===== src/rtl/sfe_pkg.sv =====
package sfe_pkg;

    typedef enum logic [1:0] {
        ST_IDLE,
        ST_BYTE0,
        ST_BYTE1,
        ST_DONE
    } xfer_state_t;

    typedef enum logic [3:0] {
        K_NONE,
        K_NOP,
        K_RESET,
        K_ID,
        K_VER,
        K_WAKE,
        K_SLEEP,
        K_GAIN,
        K_LDO,
        K_ISENSE,
        K_CHSEL,
        K_OFFSET
    } cmd_kind_t;

    // Low nibble to channel slot: {valid, index}
    function automatic logic [3:0] slot_of(input logic [3:0] lo);
        case (lo)
            4'h0:    slot_of = 4'b1_000;
            4'h2:    slot_of = 4'b1_001;
            4'h4:    slot_of = 4'b1_010;
            4'h5:    slot_of = 4'b1_011;
            4'h8:    slot_of = 4'b1_100;
            4'hA:    slot_of = 4'b1_101;
            4'hC:    slot_of = 4'b1_110;
            4'hE:    slot_of = 4'b1_111;
            default: slot_of = 4'b0_000;
        endcase
    endfunction

endpackage


===== src/rtl/sfe_addr_dec.sv =====
module sfe_addr_dec
    import sfe_pkg::*;
#(
    parameter int CH_W = 3
) (
    input  logic [7:0]      addr,
    output cmd_kind_t       kind,
    output logic [CH_W-1:0] slot,
    output logic [1:0]      nbytes
);
    logic [3:0] s;

    always_comb begin
        s    = slot_of(addr[3:0]);
        slot = CH_W'(s[2:0]);
        kind = K_NONE;
        if (addr[7:4] == 4'h1 && s[3])      kind = K_CHSEL;
        else if (addr[7:4] == 4'h2 && s[3]) kind = K_OFFSET;
        else begin
            case (addr)
                8'h00:   kind = K_NOP;
                8'h01:   kind = K_RESET;
                8'h02:   kind = K_ID;
                8'h03:   kind = K_VER;
                8'h04:   kind = K_WAKE;
                8'h05:   kind = K_SLEEP;
                8'h06:   kind = K_GAIN;
                8'h07:   kind = K_LDO;
                8'h08:   kind = K_ISENSE;
                default: kind = K_NONE;
            endcase
        end
        case (kind)
            K_ID, K_VER, K_OFFSET: nbytes = 2'd2;
            K_GAIN, K_LDO:         nbytes = 2'd1;
            default:               nbytes = 2'd0;
        endcase
    end
endmodule


===== src/rtl/sfe_offset_bank.sv =====
module sfe_offset_bank #(
    parameter int NCH  = 8,
    parameter int W    = 11,
    localparam int CH_W = $clog2(NCH)
) (
    input  logic            clk,
    input  logic            rst_n,
    input  logic            clr,
    input  logic            wr_en,
    input  logic [CH_W-1:0] wr_ch,
    input  logic [W-1:0]    wr_word,
    input  logic [CH_W-1:0] act_ch,
    input  logic [CH_W-1:0] rb_ch,
    output logic [W-1:0]    act_word,
    output logic [W-1:0]    rb_word
);
    logic [W-1:0] words [NCH];

    for (genvar g = 0; g < NCH; g++) begin : g_ch
        localparam logic [CH_W-1:0] IDX = CH_W'(g);
        always_ff @(posedge clk or negedge rst_n) begin
            if (!rst_n)                        words[g] <= '0;
            else if (clr)                      words[g] <= '0;
            else if (wr_en && wr_ch == IDX)    words[g] <= wr_word;
        end

        AST_OFS_HOLD: assert property (@(posedge clk) disable iff (!rst_n)
            !(clr || (wr_en && wr_ch == IDX)) |=> $stable(words[g]));
    end

    assign act_word = words[act_ch];
    assign rb_word  = words[rb_ch];
endmodule


===== src/rtl/sfe_cmd_decoder.sv =====
module sfe_cmd_decoder
    import sfe_pkg::*;
#(
    parameter int NCH    = 8,
    parameter int OFS_W  = 11,
    parameter int GAIN_W = 3,
    localparam int CH_W  = $clog2(NCH),
    localparam int HI_W  = OFS_W - 8
) (
    input  logic              clk,
    input  logic              rst_n,
    input  logic              ptr_stb,
    input  logic [7:0]        ptr_addr,
    input  logic              wr_stb,
    input  logic [7:0]        wr_byte,
    input  logic              rd_stb,
    output logic [7:0]        rd_byte,
    output logic [1:0]        param_count,
    output logic [CH_W-1:0]   mux_sel,
    output logic [GAIN_W-1:0] gain_code,
    output logic [OFS_W-1:0]  offset_word,
    output logic              ldo_low_v,
    output logic              ldo_en,
    output logic              isense_sel,
    output logic              analog_pd
);
    xfer_state_t state_q, state_d;
    logic [7:0]        cur_ptr_q;
    logic [CH_W-1:0]   ch_q;
    logic [GAIN_W-1:0] gain_q;
    logic [1:0]        ldo_q;
    logic              isense_q, sleep_q;
    logic [HI_W-1:0]   hi_q;

    cmd_kind_t       in_kind, cur_kind;
    logic [CH_W-1:0] in_slot, cur_slot;
    logic [1:0]      in_nb, cur_nb;
    logic            awake, step, soft_rst, ofs_wr;
    logic [OFS_W-1:0] rb_word;

    sfe_addr_dec #(.CH_W(CH_W)) u_dec_in (
        .addr(ptr_addr), .kind(in_kind), .slot(in_slot), .nbytes(in_nb));
    sfe_addr_dec #(.CH_W(CH_W)) u_dec_cur (
        .addr(cur_ptr_q), .kind(cur_kind), .slot(cur_slot), .nbytes(cur_nb));

    assign awake    = !sleep_q;
    assign step     = !ptr_stb && (wr_stb || rd_stb);
    assign soft_rst = ptr_stb && in_kind == K_RESET && awake;
    assign ofs_wr   = !ptr_stb && wr_stb && state_q == ST_BYTE1
                      && cur_kind == K_OFFSET && awake;

    sfe_offset_bank #(.NCH(NCH), .W(OFS_W)) u_bank (
        .clk(clk), .rst_n(rst_n), .clr(soft_rst),
        .wr_en(ofs_wr), .wr_ch(cur_slot), .wr_word({hi_q, wr_byte}),
        .act_ch(ch_q), .rb_ch(cur_slot),
        .act_word(offset_word), .rb_word(rb_word));

    // Transfer state register
    always_ff @(posedge clk or negedge rst_n) begin
        if (!rst_n) begin
            state_q   <= ST_IDLE;
            cur_ptr_q <= 8'h00;
        end else begin
            state_q <= state_d;
            if (ptr_stb) cur_ptr_q <= ptr_addr;
        end
    end

    always_comb begin
        state_d = state_q;
        if (ptr_stb) begin
            state_d = (in_nb == 2'd0) ? ST_DONE : ST_BYTE0;
        end else if (step) begin
            unique case (state_q)
                ST_IDLE:  state_d = ST_IDLE;
                ST_BYTE0: state_d = (cur_nb == 2'd2) ? ST_BYTE1 : ST_DONE;
                ST_BYTE1: state_d = ST_DONE;
                ST_DONE:  state_d = ST_DONE;
            endcase
        end
    end

    // Control registers
    always_ff @(posedge clk or negedge rst_n) begin
        if (!rst_n) begin
            ch_q <= '0; gain_q <= '0; ldo_q <= '0;
            isense_q <= 1'b0; sleep_q <= 1'b0; hi_q <= '0;
        end else if (ptr_stb) begin
            if (in_kind == K_WAKE) sleep_q <= 1'b0;
            else if (awake) begin
                unique case (in_kind)
                    K_RESET: begin
                        ch_q <= '0; gain_q <= '0; ldo_q <= '0;
                        isense_q <= 1'b0; hi_q <= '0;
                    end
                    K_SLEEP:  sleep_q  <= 1'b1;
                    K_ISENSE: isense_q <= 1'b1;
                    K_CHSEL: begin
                        ch_q     <= in_slot;
                        isense_q <= 1'b0;
                    end
                    default: ;
                endcase
            end
        end else if (wr_stb && state_q == ST_BYTE0) begin
            if (cur_kind == K_LDO)                  ldo_q  <= wr_byte[1:0];
            else if (cur_kind == K_GAIN && awake)   gain_q <= wr_byte[GAIN_W-1:0];
            else if (cur_kind == K_OFFSET && awake) hi_q   <= wr_byte[HI_W-1:0];
        end
    end

    // Outputs
    always_comb begin
        rd_byte = 8'h00;
        if (state_q == ST_BYTE0 || state_q == ST_BYTE1) begin
            unique case (cur_kind)
                K_ID:     rd_byte = (state_q == ST_BYTE1) ? 8'h10 : 8'h89;
                K_VER:    rd_byte = (state_q == ST_BYTE1) ? 8'h01 : 8'h00;
                K_GAIN:   rd_byte = 8'(gain_q);
                K_LDO:    rd_byte = {6'b0, ldo_q};
                K_OFFSET: rd_byte = (state_q == ST_BYTE1) ? rb_word[7:0]
                                                          : 8'(rb_word[OFS_W-1:8]);
                default:  rd_byte = 8'h00;
            endcase
        end
        param_count = cur_nb;
        mux_sel     = ch_q;
        gain_code   = gain_q;
        ldo_low_v   = ldo_q[0];
        ldo_en      = !sleep_q || !ldo_q[1];
        isense_sel  = isense_q;
        analog_pd   = sleep_q;
    end

    AST_ACTIVE_LDO_ON: assert property (@(posedge clk) disable iff (!rst_n)
        !analog_pd |-> ldo_en);
    AST_SLEEP_FREEZE: assert property (@(posedge clk) disable iff (!rst_n)
        (analog_pd && $past(analog_pd)) |-> ($stable(gain_code) && $stable(mux_sel)));
    AST_ISENSE_CLEAR: assert property (@(posedge clk) disable iff (!rst_n)
        (ptr_stb && !analog_pd && ptr_addr[7:4] == 4'h1 && slot_of(ptr_addr[3:0]) != 4'h0)
        |=> !isense_sel);
    AST_WAKE: assert property (@(posedge clk) disable iff (!rst_n)
        (ptr_stb && ptr_addr == 8'h04) |=> !analog_pd);
    AST_COUNT_LIMIT: assert property (@(posedge clk) disable iff (!rst_n)
        param_count != 2'd3);
endmodule


===== config.mk =====
export PLATFORM = sky130hd
export DESIGN_NAME = sfe_cmd_decoder
export DESIGN_NICKNAME = d
export VERILOG_FILES = /design/src/rtl/sfe_pkg.sv /design/src/rtl/sfe_addr_dec.sv /design/src/rtl/sfe_offset_bank.sv /design/src/rtl/sfe_cmd_decoder.sv
export SDC_FILE = /design/constraint.sdc
export NUM_CORES = 1
export LEC_CHECK = 0
export BUFFER_PORTS_ARGS = -buffer_cell sky130_fd_sc_hd__buf_2
export CORE_MARGIN = 2
export CORE_UTILIZATION = 57
export CTS_BUF_LIST = sky130_fd_sc_hd__clkbuf_8
export DETAILED_ROUTE_END_ITERATION = 8
export GPL_ROUTABILITY_DRIVEN = 0
export PLACE_DENSITY = 0.77
export SYNTH_ARGS = -nofsm -noshare
export SYNTH_HDL_FRONTEND = slang
export SYNTH_SLANG_ARGS = --single-unit

===== constraint.sdc =====
create_clock -name clk -period 3.1 [get_ports clk]
set_input_delay 0.93 -clock clk [delete_from_list [all_inputs] [get_ports clk]]
set_output_delay 0.93 -clock clk [all_outputs]
set_load 0.005 [all_outputs]

Word-level counts from Yosys, hierarchy flattened --
Memories as Yosys holds them, arrays and structs flattened. Cells that the tools add are included.
Word-level totals: register bits after elaboration 111, memory bits (read-only) 256, memories kept 4
Cells by class: magnitude comparators 2, equality and inequality tests 35, muxes and demuxes 63, bitwise gates (word level) 4, reduce and logical (&&, ||, !) cells 59
Memory list:
- (no name shown) | words 16, width 4, read ports 1, clocked after Yosys merged registers in 0, wr ports 0, line sfe_pkg.sv:27 | case (lo)
- (no name shown) | words 16, width 4, read ports 1, clocked after Yosys merged registers in 0, wr ports 0, line sfe_addr_dec.sv:20 | case (addr)
- (no name shown) | words 16, width 4, read ports 1, clocked after Yosys merged registers in 0, wr ports 0, line sfe_pkg.sv:27
- (no name shown) | words 16, width 4, read ports 1, clocked after Yosys merged registers in 0, wr ports 0, line sfe_addr_dec.sv:20
Operator list (count):
- 11-bit two-way mux | 20
- 11-bit binary-select mux with 3-bit select | 2
- 8-bit one-hot mux with 5 select lines | 1
- 3-bit two-way mux | 12
- 2-bit nonzero test | 15
- 4-bit by 3-bit == test with 1-bit output (second input constant) | 6
- 4-bit == test (second input constant) | 6
- 4-bit two-way mux | 6
- 8-bit two-way mux | 3
- 1-bit logical AND | 22
- 4-bit by 2-bit == test with 1-bit output (second input constant) | 5
- 2-bit two-way mux | 9
- 3-bit == test (second input constant) | 4
- 4-bit by 1-bit == test with 1-bit output (second input constant) | 2
- 4-bit greater-or-equal comparator (second input constant) | 2
- 4-bit logical NOT | 2
- 2-bit inequality test (second input constant) | 4
- 3-bit NOT with 4-bit output | 2
- 2-bit one-hot mux with 2 select lines | 2
- 4-bit AND reduction | 2
- 2-bit OR reduction | 4
- 7-bit AND reduction | 1
- 2-bit == test (second input constant) | 3
- 3-bit by 2-bit == test with 1-bit output (second input constant) | 2
- other kinds (15) | 26

Depth between registers and ports, before layout --
depth in word-level cells 12, depth in mapped cells 10, gate-level depth less buffers 8

Modules after synthesis --
From an unflattened synthesis, not the netlist that was laid out.
Second synthesis, totals: cells, all modules 716, area, all modules 7259.5 sq um
By module, submodules not included:
- sfe_offset_bank | times used 1, cells an instance 485, area an instance 5153.7 sq um, sequential area each 2202.1 sq um
- sfe_cmd_decoder | times used 1, cells an instance 138, area an instance 1406.3 sq um, sequential area each 575.6 sq um
- sfe_addr_dec at u_dec_in | times used 1, cells an instance 48, area an instance 354.1 sq um, sequential area each 0.0 sq um
- sfe_addr_dec at u_dec_cur | times used 1, cells an instance 45, area an instance 345.3 sq um, sequential area each 0.0 sq um

Worst setup path before layout --
Ideal clock, no wire load.
path type register -> output, from register cur_ptr_q[0], to output port rd_byte[0], data arrival time 2.144 ns, slack 0.026 ns, stages on the path, launching flop included 9, path buffers 1, cells stage by stage dfrtp_1 inv_1 ha_1 mux2i_1 clkbuf_1 mux2i_1 mux2i_1 o21a_1 o31ai_1
Between the ends: longest elaborated chain between the ends 8, elaborated cells on any way between the ends 19, those cells by class eq/ne (5); mux (9); bitwise (1); reduce/logical (2); memory (2)
Ends and longest elaborated chain:
- start, declared | line sfe_cmd_decoder.sv:28 | logic [7:0] cur_ptr_q;
- start signal, assigned | line sfe_cmd_decoder.sv:65 | if (ptr_stb) cur_ptr_q <= ptr_addr;
- memory 16 x 4 bit
- 3-bit NOT with 4-bit output (implied by the code) | line sfe_offset_bank.sv:32 | assign rb_word = words[rb_ch];
- 11-bit binary-select mux with 3-bit select | line sfe_offset_bank.sv:32
- 11-bit two-way mux (implied by the code) (2 in series) | line sfe_offset_bank.sv:32
- 8-bit two-way mux | line sfe_cmd_decoder.sv:121 | K_OFFSET: rd_byte = (state_q == ST_BYTE1) ? rb_word[7:0]
- 8-bit one-hot mux with 5 select lines (*) | line sfe_cmd_decoder.sv:116 | unique case (cur_kind)
- 8-bit two-way mux (*) | line sfe_cmd_decoder.sv:115 | if (state_q == ST_BYTE0 || state_q == ST_BYTE1) begin
- end, declared | line sfe_cmd_decoder.sv:17 | output logic [7:0] rd_byte,
Every way passes the cells marked *; elsewhere a longest branch is shown, timed or not. The select of a mux whose other input is x is not followed.

Final worst setup path --
from register cur_ptr_q[0], to output port rd_byte[3]
The elaborated chain is that of the path after synthesis.

==> out/metrics.yaml <==
yosys:
  synth_cells: 667
  synth_compound_area_share_pct: 13.6
  syn_area_mm2: 0.00685
  synth_adder_area_share_pct: 2.56
  synthTopCellsByArea: "dfrtp_1 (41%), mux4_2 (12%), mux2i_1 (8.3%)"
  synth-seq-cells: 111
  synth-xor-area-share_pct: 0.256
  synth_top_area_cell: "dfrtp_1"
  avgSynthCellArea_um2: 10.3
  yosysMostFrequentCell: "dfrtp_1"
  synthMuxAreaShare_pct: 24.4
  synth_edf_count: 0
  synth_common_cells: "dfrtp_1 (111), nand2_1 (74), nor2_1 (63), mux2i_1 (57), o21ai_0 (56)"
  synthArstFlopShare_pct: 100
  synth_ff_type: "dfrtp_1"
  synth_top_family_by_area: "multiplexers"
  yosys.area.top_type_share_pct: 40.6
  synth_cell_type_count: 52
  ys.warnings.count: 0
  syn-num-nets: 702
  yosys.area_share.simple_pct: 14.2
  yosysSeqAreaShare_pct: 40.6
setup_path:
  rr_startpoint: "state_q[0]$_DFFE_PN0P_"
  rr_worst_depth: 9
  crit_path_start: "cur_ptr_q[0]$_DFFE_PN0P_"
  critPathArrivalTime_ns: 2.64
  cp-endpoint: "rd_byte[3]"
  cp-start-kind: "flop"
  endpoint_kind: "output port"
  crit_required_ns: 2.17
  r2r_slack_ns: 0.10
  path_class: "flop to output port"
  reg2reg_to: "u_bank.words[65]$_DFFE_PN0P_"
  cp_max_fo: 6
status:
  violations: "negative setup slack"
  status: "complete, but fails checks"
clocking:
  clock-sinks: 111
  ctsHoldBuffers: 0
  cts_buffer_depth: 2
  insertion_delay_ns: 0.39
  clockRootBuffer: "clkbuf_8"
  clkTransAtPathRegs_ns: 0.11
  cts_tree: "yes"
  h-tree-depth: 3
  cts_made_buffers: 9
hold_path:
  hold_path.class: "input port to asynchronous set/reset pin"
die:
  io_pins: 52
  dieArea_mm2: 0.0129
  die_w_um: 114
  core_mm2: 0.0119
  initial_utilization_pct: 57.7
  rows: 40
  die_h_um: 114
global_route:
  grt_max_degree: 55
  overflow: 0
  grt_usage_pct: 32.4
  grt_pass1_vias: 6113
  grt_pass1_wl_mm: 32.1
  grt_antenna_before_repair: 0
timing:
  fin_skew_ns: 0.0199
  worstMarginPinSlew_ns: 0.749
  min_period_ns: 3.57
  rsz0062_at_grt: "true"
  fin_ws_ns: -0.474
  slew_headroom_pct: 50.1
  slew_violations: 0
  timing.fmax_mhz: 280
  period_share_pct: 115
  hold_viol: 0
  setup_tns_ns: -3.68
  finalSetupViolations: 10
  hold_slack_ns: 0.522
pwr:
  peakVddDrop_uv: 235
  switching_share_pct: 28.8
  p_leak_nw: 4.04
  internal-power_mw: 2.26
  p_sw_mw: 0.913
  power_density_mw_per_mm2: 382
  power_frac_clock_pct: 31.6
  p_comb_share_pct: 20.0
  pwr-share-seq_pct: 48.4
detailed_routing:
  wl_per_cell_um: 22.5
  vias: 6082
  drc: 0
  routed_wl_mm: 20.5
  vias_per_cell: 6.67
  drt-initial-drc-count: 603
  dr.pass1.iters: 6
  ant_nets: 0
placement:
  dpl.hpwl_mm: 13.3
  io_buffers: 51
layout:
  area.growth.synth_to_final_pct: 21.4
  fin_nets: 795
  fillers: 816
  drive_gt1_share_pct: 34.6
  antenna_cells: 0
flow_run:
  cap_violations: 0
==> layout make-up <==
| class | instances | area (um2) | area share (%) |
|---|---|---|---|
| Tap cell | 147 | 184 | 2.21 |
| Inverter | 12 | 45.0 | 0.542 |
| Sequential cell | 111 | 2780 | 33.5 |
| Clock inverter | 5 | 72.6 | 0.873 |
| Clock buffer | 11 | 151 | 1.82 |
| Timing Repair Buffer | 139 | 1070 | 12.9 |
| Multi-Input combinational cell | 487 | 4010 | 48.2 |
==> logic make-up (layout without fill, tap and decap cells) <==
group / Yosys count / after routing
AND/OR/NAND/NOR: 197 / 197
AO/OA/AOI/OAI: 157 / 157
multiplexers: 117 / 117
flip-flops: 111 / 111
buffers and inverters: 69 / 167
adder cells (fa/ha/maj): 14 / 14
XOR/XNOR: 2 / 2
==> worst min-delay path by stage <==
stage,startpoint,endpoint,slack [ns],depth (start not counted)
final,rst_n,state_q[0]$_DFFE_PN0P_,0.52,1
after CTS,rst_n,ldo_q[1]$_DFFE_PN0P_,0.53,1
after global routing,rst_n,ldo_q[0]$_DFFE_PN0P_,0.56,1
after floorplan,u_bank.words[23]$_DFFE_PN0P_,u_bank.words[23]$_DFFE_PN0P_,0.50,2
after global placement,u_bank.words[27]$_DFFE_PN0P_,u_bank.words[27]$_DFFE_PN0P_,0.52,2
after detailed placement,u_bank.words[31]$_DFFE_PN0P_,u_bank.words[31]$_DFFE_PN0P_,0.53,2
==> state kept, by name, indices dropped and copies added, names as in the netlist <==
name / cells
isense_sel: 1
state_q: 2
mux_sel: 3
ldo_q: 2
gain_code: 3
u_bank.words: 88
analog_pd: 1
hi_q: 3
cur_ptr_q: 8
==> worst max-delay path, stage by stage, from the launching register on <==
cell	delay [ns]
dfrtp_2	0.48
buf_4	0.20
ha_1	0.24
nand2b_1	0.21
a211o_1	0.32
o21a_1	0.14
and2_4	0.20
buf_6	0.12
nand2_2	0.09
o21ai_1	0.10
buf_2	0.14
==> power by group through the flow <==
stage | combinational [mW] | clock (mW) | sequential (mW)
floorplan | 0.286 | 0 | 1.54
detailed placement | 0.506 | 0 | 1.56
finish | 0.634 | 1.00 | 1.54
global placement | 0.491 | 0 | 1.55
CTS | 0.604 | 1.01 | 1.53
global route | 0.676 | 1.06 | 1.54
==> metrics by stage <==
step / utilization, % / setup slack [ns] / std cells / power, mW / area (um2)
after CTS: 69.4 / -0.314 / 906 / 3.15 / 8230
after floorplan: - / 0.0261 / 667 / 1.83 / 6850
after global routing: 70.1 / -0.526 / 912 / 3.28 / 8320
final: 70.1 / -0.474 / 912 / 3.18 / 8320
after global placement: 64.2 / -0.0127 / 880 / 2.04 / 7620
after detailed placement: 64.2 / -0.0856 / 880 / 2.06 / 7620
==> layout by cell type (no fill, tap or decap), types with 5 or more instances in the layout <==
cell type	instances
clkbuf_8	11
mux2i_1	55
buf_12	6
ha_1	11
nand2_1	69
nor2b_1	7
o21ai_0	52
mux4_2	38
dfrtp_1	107
a21oi_1	51
nand2b_1	6
buf_6	9
buf_2	49
a31oi_1	5
inv_1	12
mux2_2	22
nor2_1	62
buf_4	71
nand3_1	7
a22o_1	5
==> metal layers <==
layer | routed length, um | global-route usage (%)
met1 | 7920 | 42.9
met4 | 880 | 14.4
met5 | 0 | 0
met3 | 1740 | 5.26
met2 | 10000 | 53.4
==> what timing repair did <==
| item | in CTS | in global routing |
|---|---|---|
| cloned | 1 | 0 |
| buffers inserted | 9 | 6 |
| endpoints found under the hold margin | 0 | 0 |
| gates resized for setup | 70 | 8 |
| setup endpoints to repair | 10 | 10 |
| pin swaps | 12 | 3 |
No activity file was read; power rests on OpenSTA's default activity.
